File: src/rtl/hsd_pkg.sv
package hsd_pkg;

    localparam int BYTE_BITS     = 8;
    localparam int BIT_CNT_W     = 4;
    localparam int CODE_PREFIX_W = 5;
    localparam logic [CODE_PREFIX_W-1:0] CODE_PREFIX = 5'b00001;

    typedef enum logic [2:0] {
        ST_IDLE,
        ST_FIRST,
        ST_CODE_ACK,
        ST_WAIT_RS,
        ST_BODY
    } hsd_state_e;

    typedef struct packed {
        logic start;
        logic stop;
        logic scl_rise;
        logic scl_fall;
        logic sda;
    } bus_evt_t;

endpackage

File: src/rtl/hsd_sync.sv
module hsd_sync #(
    parameter int W      = 2,
    parameter int STAGES = 2
) (
    input  logic         clk,
    input  logic         rst_n,
    input  logic [W-1:0] d_i,
    output logic [W-1:0] q_o
);

    for (genvar b = 0; b < W; b++) begin : g_bit
        logic [STAGES-1:0] chain_q;

        always_ff @(posedge clk or negedge rst_n) begin
            if (!rst_n) begin
                chain_q <= '1;
            end else begin
                chain_q <= {chain_q[STAGES-2:0], d_i[b]};
            end
        end

        assign q_o[b] = chain_q[STAGES-1];
    end

endmodule

File: src/rtl/hsd_spike_filter.sv
module hsd_spike_filter #(
    parameter int CNT_W = 3
) (
    input  logic             clk,
    input  logic             rst_n,
    input  logic             in_i,
    input  logic [CNT_W-1:0] lim_i,
    output logic             out_o
);

    logic [CNT_W-1:0] run_q;
    logic             out_q;

    always_ff @(posedge clk or negedge rst_n) begin
        if (!rst_n) begin
            run_q <= '0;
            out_q <= 1'b1;
        end else if (in_i == out_q) begin
            run_q <= '0;
        end else if (run_q >= lim_i - CNT_W'(1)) begin
            out_q <= in_i;
            run_q <= '0;
        end else begin
            run_q <= run_q + CNT_W'(1);
        end
    end

    assign out_o = out_q;

    // the output only ever moves to a level the input already held
    assert_follow_input_R10: assert property (@(posedge clk) disable iff (!rst_n)
        (out_q != $past(out_q)) |-> (out_q == $past(in_i)));

endmodule

File: src/rtl/hsd_cond_detect.sv
module hsd_cond_detect
    import hsd_pkg::*;
(
    input  logic     clk,
    input  logic     rst_n,
    input  logic     scl_i,
    input  logic     sda_i,
    output bus_evt_t evt_o
);

    logic     scl_p_q, sda_p_q;
    bus_evt_t evt_d, evt_q;

    always_comb begin
        evt_d          = '0;
        evt_d.start    = scl_i && scl_p_q && sda_p_q && !sda_i;
        evt_d.stop     = scl_i && scl_p_q && !sda_p_q && sda_i;
        evt_d.scl_rise = scl_i && !scl_p_q;
        evt_d.scl_fall = !scl_i && scl_p_q;
        evt_d.sda      = sda_i;
    end

    always_ff @(posedge clk or negedge rst_n) begin
        if (!rst_n) begin
            scl_p_q <= 1'b1;
            sda_p_q <= 1'b1;
            evt_q   <= '0;
        end else begin
            scl_p_q <= scl_i;
            sda_p_q <= sda_i;
            evt_q   <= evt_d;
        end
    end

    assign evt_o = evt_q;

endmodule

File: src/rtl/hsd_byte_fsm.sv
module hsd_byte_fsm
    import hsd_pkg::*;
(
    input  logic     clk,
    input  logic     rst_n,
    input  bus_evt_t evt_i,
    output logic     code_seen_o,
    output logic     ack_block_o
);

    hsd_state_e           state_q, state_d;
    logic [BIT_CNT_W-1:0] bits_q;
    logic [BYTE_BITS-2:0] shift_q;
    logic [BYTE_BITS-1:0] byte_w;
    logic                 last_bit;
    logic                 is_code;

    assign byte_w   = {shift_q, evt_i.sda};
    assign last_bit = evt_i.scl_rise && (bits_q == BIT_CNT_W'(BYTE_BITS - 1));
    assign is_code  = (byte_w[BYTE_BITS-1 -: CODE_PREFIX_W] == CODE_PREFIX);

    always_comb begin
        state_d = state_q;
        if (evt_i.stop) begin
            state_d = ST_IDLE;
        end else if (evt_i.start) begin
            state_d = ST_FIRST;
        end else begin
            unique case (state_q)
                ST_IDLE:     state_d = ST_IDLE;
                ST_FIRST:    if (last_bit) state_d = is_code ? ST_CODE_ACK : ST_BODY;
                ST_CODE_ACK: if (evt_i.scl_fall && bits_q == BIT_CNT_W'(BYTE_BITS + 1))
                                 state_d = ST_WAIT_RS;
                ST_WAIT_RS:  state_d = ST_WAIT_RS;
                ST_BODY:     state_d = ST_BODY;
                default:     state_d = ST_IDLE;
            endcase
        end
    end

    // state register with bit counter and shifter
    always_ff @(posedge clk or negedge rst_n) begin
        if (!rst_n) begin
            state_q <= ST_IDLE;
            bits_q  <= '0;
            shift_q <= '0;
        end else begin
            state_q <= state_d;
            if (evt_i.start || evt_i.stop) begin
                bits_q <= '0;
            end else if (evt_i.scl_rise &&
                         (state_q == ST_FIRST || state_q == ST_CODE_ACK)) begin
                bits_q  <= bits_q + BIT_CNT_W'(1);
                shift_q <= byte_w[BYTE_BITS-2:0];
            end
        end
    end

    // outputs
    always_comb begin
        code_seen_o = 1'b0;
        ack_block_o = 1'b0;
        unique case (state_q)
            ST_FIRST:    code_seen_o = last_bit && is_code && !evt_i.start && !evt_i.stop;
            ST_CODE_ACK: ack_block_o = 1'b1;
            default:     ;
        endcase
    end

    // ACK blocking starts only right after a master code was recognised
    assert_ack_after_code_R4: assert property (@(posedge clk) disable iff (!rst_n)
        (ack_block_o && !$past(ack_block_o)) |-> $past(code_seen_o));

    // start and stop cannot both be decoded in one sample
    assert_single_cond_R2: assert property (@(posedge clk) disable iff (!rst_n)
        !(evt_i.start && evt_i.stop));

endmodule

File: src/rtl/hsd_mode_flag.sv
module hsd_mode_flag (
    input  logic clk,
    input  logic rst_n,
    input  logic set_i,
    input  logic clr_i,
    output logic hs_o
);

    logic hs_q;

    always_ff @(posedge clk or negedge rst_n) begin
        if (!rst_n) begin
            hs_q <= 1'b0;
        end else if (clr_i) begin
            hs_q <= 1'b0;
        end else if (set_i) begin
            hs_q <= 1'b1;
        end
    end

    assign hs_o = hs_q;

endmodule

File: src/rtl/hs_mode_detector.sv
module hs_mode_detector
    import hsd_pkg::*;
#(
    parameter int SYNC_STAGES = 2,
    parameter int FLT_LONG    = 4,
    parameter int FLT_SHORT   = 2,
    localparam int FLT_MAX    = (FLT_LONG > FLT_SHORT) ? FLT_LONG : FLT_SHORT,
    localparam int FLT_W      = $clog2(FLT_MAX + 1)
) (
    input  logic             clk,
    input  logic             rst_n,
    input  logic             scl_i,
    input  logic             sda_i,
    output logic             hs_mode_o,
    output logic [FLT_W-1:0] filt_len_o,
    output logic             code_seen_o,
    output logic             ack_block_o,
    output logic             start_o,
    output logic             stop_o
);

    logic [1:0]       raw_sync;
    logic [1:0]       filt;
    logic [FLT_W-1:0] lim;
    bus_evt_t         evt;
    logic             hs;
    logic             code_seen;
    logic             ack_block;

    hsd_sync #(.W(2), .STAGES(SYNC_STAGES)) u_sync (
        .clk   (clk),
        .rst_n (rst_n),
        .d_i   ({sda_i, scl_i}),
        .q_o   (raw_sync)
    );

    assign lim = hs ? FLT_W'(FLT_SHORT) : FLT_W'(FLT_LONG);

    for (genvar l = 0; l < 2; l++) begin : g_flt
        hsd_spike_filter #(.CNT_W(FLT_W)) u_flt (
            .clk   (clk),
            .rst_n (rst_n),
            .in_i  (raw_sync[l]),
            .lim_i (lim),
            .out_o (filt[l])
        );
    end

    hsd_cond_detect u_cond (
        .clk   (clk),
        .rst_n (rst_n),
        .scl_i (filt[0]),
        .sda_i (filt[1]),
        .evt_o (evt)
    );

    hsd_byte_fsm u_fsm (
        .clk         (clk),
        .rst_n       (rst_n),
        .evt_i       (evt),
        .code_seen_o (code_seen),
        .ack_block_o (ack_block)
    );

    hsd_mode_flag u_flag (
        .clk   (clk),
        .rst_n (rst_n),
        .set_i (code_seen),
        .clr_i (evt.stop),
        .hs_o  (hs)
    );

    assign hs_mode_o   = hs;
    assign filt_len_o  = lim;
    assign code_seen_o = code_seen;
    assign ack_block_o = ack_block;
    assign start_o     = evt.start;
    assign stop_o      = evt.stop;

    // high-speed mode is entered only through a recognised master code
    assert_enter_by_code_R3: assert property (@(posedge clk) disable iff (!rst_n)
        (hs && !$past(hs)) |-> $past(code_seen));

    // high-speed mode is left only through a stop
    assert_leave_by_stop_R8: assert property (@(posedge clk) disable iff (!rst_n)
        (!hs && $past(hs)) |-> $past(evt.stop));

    // a stop always lands in standard/fast mode
    assert_stop_clears_R8: assert property (@(posedge clk) disable iff (!rst_n)
        evt.stop |=> !hs);

    // a held ACK block implies the mode flag is already set
    assert_block_in_hs_R4: assert property (@(posedge clk) disable iff (!rst_n)
        (ack_block && $past(ack_block)) |-> hs);

endmodule

File: config.mk
export PLATFORM = sky130hd
export DESIGN_NAME = hs_mode_detector
export DESIGN_NICKNAME = d
export VERILOG_FILES = /design/src/rtl/hsd_pkg.sv /design/src/rtl/hsd_sync.sv /design/src/rtl/hsd_spike_filter.sv /design/src/rtl/hsd_cond_detect.sv /design/src/rtl/hsd_byte_fsm.sv /design/src/rtl/hsd_mode_flag.sv /design/src/rtl/hs_mode_detector.sv
export SDC_FILE = /design/constraint.sdc
export NUM_CORES = 1
export LEC_CHECK = 0
export BUFFER_PORTS_ARGS = -buffer_cell sky130_fd_sc_hd__buf_4
export CAP_MARGIN = 20
export CORE_MARGIN = 2
export CORE_UTILIZATION = 50
export DETAILED_ROUTE_END_ITERATION = 8
export HOLD_SLACK_MARGIN = 0.08
export PLACE_DENSITY = 0.74
export SYNTH_ARGS = -nofsm -noshare
export SYNTH_HDL_FRONTEND = slang
export SYNTH_SLANG_ARGS = --single-unit
File: constraint.sdc
create_clock -name clk -period 2.14 [get_ports clk]
set_input_delay 0.321 -clock clk [delete_from_list [all_inputs] [get_ports clk]]
set_output_delay 0.321 -clock clk [all_outputs]
set_load 0.1 [all_outputs]
==> results.txt, run 1 <==
Clock Pin Slew Worst Setup and Hold Paths -> 0.11 ns
vias in the first global route -> 1008
syn nets -> 123
Internal -> 1.31 mW
gp weighted congestion -> 0.810
Initial Util -> 0.534
Clk pwr share -> 0.183
initial antenna violation count -> 0
worst hold path class -> reg -> reg
Leakage -> 0.774 nW
DR iter-0 viols -> 23
P_sw -> 0.721 mW
power density over the cells -> 1190 nW/um^2
first-pass GRT wire length -> 4420 um
Synth Area in Simple Gates -> 0.159
register area share after synthesis -> 0.580
Vias -> 935
Die Y -> 58.5 um
Post-Synth Adder-Cell Area -> 0.0506
TritonCTS clock tree -> done
largest family of logic cells by synthesized area -> simple AND/OR/NAND/NOR gates
mux contribution to synthesized area -> 0.0683
worst hold slack -> 0.361 ns
Sink Count -> 34
post-DP HPWL -> 1750 um
largest net degree at the start of global routing -> 35
WS Path Type -> reg -> out
Routed Wire Length -> 2520 um
Synth Flop Type -> dfrtp_1
Max-Cap Viols -> 0
number of top-level pins -> 12
Worst Skew -> 0.0109 ns
Setup Viol. Count Final -> 0
Post-Syn Instances -> 113
XOR/XNOR share of the synthesized area -> 0.0287
routed len/inst -> 15.4 um
Mapped Area -> 1480 um^2
cts bufs inserted -> 5
period utilisation layout -> 0.985
GRT Residual Overflow -> 0
fin area -> 1710 um^2
Synth area leaders -> dfrtp_1 (44%), dfstp_2 (14%), mux2_2 (6.8%)
ANT nets after route -> 0
GRT Resource Usage Total -> 0.175
Crit. End Element -> output port
Port Buffers -> 10
switch share -> 0.354
TritonRoute pass-1 iters -> 4
critical path required time -> 1.82 ns
FFs w/ async S/R, synth -> 1.00
critical path launch point type -> flop
Yosys top cell area share -> 0.438
cell taking the most area after synthesis -> dfrtp_1
register share of total power -> 0.517
Gate power share -> 0.301
Final Hold Viols -> 0
maximum vdd drop -> 0.824 mV
# rows -> 19
Achievable Freq -> 474 MHz
H-Tree Depth -> 2
CP arrival -> 1.79 ns
nets@finish -> 141
die width -> 58.5 um
area delta synth->final -> 15.1%
dpl cell area -> 1570 um^2
number of synthesized register bits -> 34
DRC viols -> 0
Max Root-Sink Buffers -> 2
Clk Tree Root Cell -> clkbuf_4
Post-synth EDFFs -> 0
share of cells above drive strength 1 -> 0.348
RSZ-0062 raised after global routing -> true
clock insertion delay at the later pin of the skew report -> 0.33 ns
status -> finished, final reports clean
area of the core -> 2780 um^2
antenna cells -> 0
Syn. warnings -> 0
Post-Syn Area per Cell -> 13.1 um^2
CP max FO -> 2
Tmin final -> 2.11 ns
Vias/cell -> 5.74
Compound-Gate Fraction of Synth Area -> 0.0776
synth unique cells -> 39
Die Area -> 3420 um^2
Slew Viols, Final -> 0
-- registers in the layout (all words and copies together), names as in the netlist --
signal and count:
u_sync.g_bit.chain_q 4, u_cond.evt_o 5, g_flt.u_flt.out_o 2, u_fsm.shift_q 7, g_flt.u_flt.run_q 6, u_fsm.bits_q 4
u_cond.scl_p_q 1, u_flag.hs_o 1, u_fsm.state_q 3, u_cond.sda_p_q 1
-- layout make-up --
class / count / area [um^2]
Fill cell: 219 / 1070
Sequential cell: 34 / 861
Multi-Input combinational cell: 70 / 589
Timing Repair Buffer: 16 / 140
Clock buffer: 6 / 51.3
Tap cell: 31 / 38.8
Inverter: 4 / 15.0
Clock inverter: 2 / 12.5
-- logic make-up after synthesis --
family | Yosys count
flops | 34
simple gates | 33
compound gates | 17
mux | 9
buf+inv | 9
fa+ha+maj | 6
xor+xnor | 4
other cells | 1
-- cell usage after synthesis, types with 2 or more instances --
| master | instances |
|---|---|
| a211oi_1 | 3 |
| a21oi_1 | 5 |
| and2_1 | 4 |
| and4b_1 | 2 |
| buf_4 | 4 |
| dfrtp_1 | 26 |
| dfstp_2 | 8 |
| ha_1 | 6 |
| inv_1 | 4 |
| mux2_2 | 9 |
| nand2b_1 | 2 |
| nor2b_1 | 6 |
| nor3_1 | 2 |
| nor3b_1 | 3 |
| nor4_1 | 2 |
| o31ai_1 | 2 |
| or4_1 | 2 |
| xnor2_1 | 2 |
-- timing repair --
item                                    CTS  global route
pin swaps                                 1             1
cloned                                    0             0
endpoints found under the setup margin    1             1
hold endpoints to repair                 28             0
buffers inserted                          3             0
gates resized for setup                   4             2
hold buffers                              3             0
-- metal layers --
| layer | share of wire | vias to the layer above | track usage |
|---|---|---|---|
| met5 | 0 | - | 0 |
| met4 | 0.018 | 0 | 0.0864 |
| met3 | 0.032 | 5 | 0.0549 |
| met2 | 0.52 | 15 | 0.297 |
| met1 | 0.43 | 478 | 0.200 |
| li1 | - | 437 | - |
-- critical path: stages (launching register included) --
cell and delay, ns:
dfrtp_1 0.39, or4b_4 0.57, nor2_4 0.09, and4_4 0.23
buf_12 0.17
-- per-stage QoR --
step                      worst slack (ns)  total power, mW  TNS, ns  utilization  cells
final                               0.0321             2.04        0        0.614    163
after global routing               -0.0235             2.18  -0.0235        0.614    163
after CTS                           0.0187             2.05        0        0.611    163
after detailed placement             0.272             1.64        0        0.565    149
after global placement               0.334             1.58        0        0.565    149
after floorplan                     0.0217             1.48        0            -    113
-- power groups by stage --
stage                     logic (mW)  registers (mW)  clock network (mW)
final                          0.612            1.05               0.372
after global routing           0.686            1.08               0.407
after CTS                      0.615            1.05               0.380
after detailed placement       0.574            1.07                   0
after global placement         0.539            1.04                   0
after floorplan                0.438            1.05                   0
-- placed cells by master, fill, tap and decap left out, types with 3 or more instances in the layout --
cell / count
ha_1: 6
mux2_2: 9
dfstp_2: 8
a21oi_1: 5
and2_1: 4
nor2b_1: 6
dfrtp_1: 26
buf_4: 12
dlygate4sd3_1: 3
a211oi_1: 3
inv_1: 4
clkbuf_4: 5
-- path summary, 6_finish.rpt --
kind	from	to	slack (ns)	depth (start not counted)
max	u_fsm.shift_q[5]	code_seen_o	0.03	4
min	u_sync.g_bit[1].chain_q[0]	u_sync.g_bit[1].chain_q[1]	0.36	0
max reg2reg	u_fsm.shift_q[5]	u_flag.hs_o	0.49	4
min reg2reg	u_sync.g_bit[1].chain_q[0]	u_sync.g_bit[1].chain_q[1]	0.36	0
max in group asynchronous	rst_n	u_sync.g_bit[1].chain_q[0]	1.34	2
min in group asynchronous	rst_n	u_fsm.state_q[2]	0.45	2
Power figures use the tool's default switching activity.
==> run 2: changes to the inputs <==
--- a/config.mk
+++ b/config.mk
@@ -8,10 +8,11 @@
 export BUFFER_PORTS_ARGS = -buffer_cell sky130_fd_sc_hd__buf_4
 export CAP_MARGIN = 20
 export CORE_MARGIN = 2
-export CORE_UTILIZATION = 50
+export CORE_UTILIZATION = 42
 export DETAILED_ROUTE_END_ITERATION = 8
 export HOLD_SLACK_MARGIN = 0.08
-export PLACE_DENSITY = 0.74
+export PLACE_DENSITY = 0.65
+export RECOVER_POWER = 100
 export SYNTH_ARGS = -nofsm -noshare
 export SYNTH_HDL_FRONTEND = slang
 export SYNTH_SLANG_ARGS = --single-unit
==> run 2 against run 1 <==
  * Non-clock buffer count fell by 2
  * Cell area decreased by 2.1%
  * Sequential share of layout area increased by 1.1 points
  * Hold slack about the same
  * Clock-buffer cell count unchanged
  * Register-to-register slack worse by 0.08 ns
  * Routed wire length is 9.1% lower
  * Clock skew fell by 0.0056 ns
  * Critical path depth is the same
  * Critical endpoint unchanged
  * Highest routed layer unchanged
==> results.txt, run 2 (synthesis results as in run 1) <==
cts bufs inserted -> 5 (unchanged)
Vias -> 920 (-1.6%)
Slew Viols, Final -> 0 (unchanged)
WS Path Type -> reg -> out
maximum vdd drop -> 0.501 mV (-39%)
Max Root-Sink Buffers -> 2 (unchanged)
final core area utilization -> 0.497 (-0.117)
die width -> 63.4 um (+8.5%)
DRC viols -> 0 (unchanged)
worst hold path class -> reg -> reg
routed len/inst -> 13.0 um (-16%)
setup TNS -> 0 ns (unchanged)
Leakage -> 0.748 nW (-3.4%)
antenna cells -> 0 (unchanged)
TritonRoute pass-1 iters -> 4 (unchanged)
Port Buffers -> 10 (unchanged)
critical path launch point type -> flop
total power -> 1.96 mW (-3.8%)
CP max stage delay -> 0.56 ns (about the same)
critical path required time -> 1.82 ns (about the same)
area of the core -> 3360 um^2 (+21%)
Fill cells -> 337 (+54%)
Die Y -> 63.4 um (+8.5%)
nets@finish -> 139 (-1.4%)
Achievable Freq -> 475 MHz (+0.18%)
Largest register FFs -> 7 (unchanged)
power density over the cells -> 1170 nW/um^2 (-1.7%)
worst reg-to-reg setup slack -> 0.41 ns (-0.08 ns)
initial antenna violation count -> 0 (unchanged)
vias in the first global route -> 944 (-6.3%)
leading cell types in the layout, fill and taps excluded -> dfrtp_1 (26), mux2_2 (9), clkbuf_4 (7), clkbuf_2 (7)
GRT Resource Usage Total -> 0.143 (-0.0327)
GRT Residual Overflow -> 0 (unchanged)
Die Area -> 4020 um^2 (+18%)
clock insertion delay at the later pin of the skew report -> 0.32 ns (about the same)
Clock Pin Slew Worst Setup and Hold Paths -> 0.10 ns (about the same)
Worst Skew -> 0.00538 ns (-0.00556 ns)
TritonCTS clock tree -> done
most common cell after layout, fill and taps aside -> dfrtp_1
status -> finished, final reports clean
period utilisation layout -> 0.983 (-0.00175)
Final Hold Viols -> 0 (unchanged)
post-DP HPWL -> 1630 um (-6.7%)
Reg with most FFs -> u_fsm.shift_q
share of cells above drive strength 1 -> 0.300 (-0.0485)
Max-Cap Viols -> 0 (unchanged)
slowest cell on the critical path -> or4b_4
CP cell instances -> or4b_4, nor2_1, and4_4, buf_12
Crit. End Element -> output port
first-pass GRT wire length -> 4370 um (-1.1%)
gp weighted congestion -> 0.872 (+7.7%)
Setup Viol. Count Final -> 0 (unchanged)
Tmin final -> 2.10 ns (-0.00375 ns)
Relative slew margins -> 0.462
ANT nets after route -> 0 (unchanged)
Routed Wire Length -> 2290 um (-9.1%)
fin area -> 1670 um^2 (-2.1%)
H-Tree Depth -> 2 (unchanged)
area delta synth->final -> 12.7%
# rows -> 21 (+2)
largest net degree at the start of global routing -> 35 (unchanged)
RSZ-0062 raised after global routing -> true
Initial Util -> 0.441 (-0.0923)
DR iter-0 viols -> 41 (+78%)
Slew @ Worst Pin -> 0.807 ns
Sink Count -> 34 (unchanged)
CP arrival -> 1.78 ns (about the same)
number of top-level pins -> 12 (unchanged)
Vias/cell -> 5.23 (-8.9%)
CP max FO -> 3 (+1)
Clk Tree Root Cell -> clkbuf_4
dpl cell area -> 1590 um^2 (+1.2%)
[run 2: changes by cell type in the layout (fill, tap and decap cells not counted), sizes merged]
cell,change
clkbuf,+9
buf,-11
[run 2: area by class of cell]
class                           count  area [um^2]  area share
Clock buffer                        6         51.3      0.0307
Clock inverter                      2         12.5     0.00748
Inverter                            4         15.0     0.00898
Multi-Input combinational cell     70          568       0.340
Sequential cell                    34          861       0.515
Tap cell                           46         57.6      0.0344
Timing Repair Buffer               14          108      0.0643
[run 2: layer usage]
| metal | global-route usage | part of all wire | vias up |
|---|---|---|---|
| li1 | - | - | 440 |
| met1 | 0.186 | 0.45 | 455 |
| met2 | 0.208 | 0.49 | 21 |
| met3 | 0.0500 | 0.039 | 4 |
| met4 | 0.0761 | 0.015 | 0 |
| met5 | 0 | 0 | - |
[run 2: where the power goes]
part / switching (mW) / total [mW] / internal [mW]
Sequential: 0.172 / 1.03 / 0.857
Clock: 0.206 / 0.364 / 0.158
Combinational: 0.305 / 0.568 / 0.262
[run 2: final timing paths]
check,from,end,depth (start not counted)
min,u_sync.g_bit[1].chain_q[0],u_sync.g_bit[1].chain_q[1],0
max,u_fsm.shift_q[5],code_seen_o,4
max in group asynchronous,rst_n,u_cond.evt_o[4],2
min in group asynchronous,rst_n,u_fsm.state_q[2],2
max reg2reg,u_fsm.shift_q[5],u_flag.hs_o,4
min reg2reg,u_sync.g_bit[1].chain_q[0],u_sync.g_bit[1].chain_q[1],0
[run 2: stage by stage]
step	hold slack (ns)	std cells	worst slack [ns]
floorplan	0.0254	113	0.0217
global placement	0.282	164	0.329
detailed placement	0.289	164	0.298
CTS	0.0822	174	0.00661
global route	0.372	176	-0.0578
finish	0.361	176	0.0359
[run 2: worst max-delay path: cells and delay by family (launching register included)]
kind / cells / cell delay (ns)
DFF: 1 / 0.41
and+or+nand+nor: 3 / 0.89
buffers and inverters: 1 / 0.17
[run 2: timing repair]
action | 4_1_cts | 5_1_grt
endpoints found under the hold margin | 27 | 1
resized for setup | 4 | 0
pin swaps | 1 | 1
setup buffers | 0 | 1
hold buffers | 2 | 1
endpoints found under the setup margin | 1 | 1
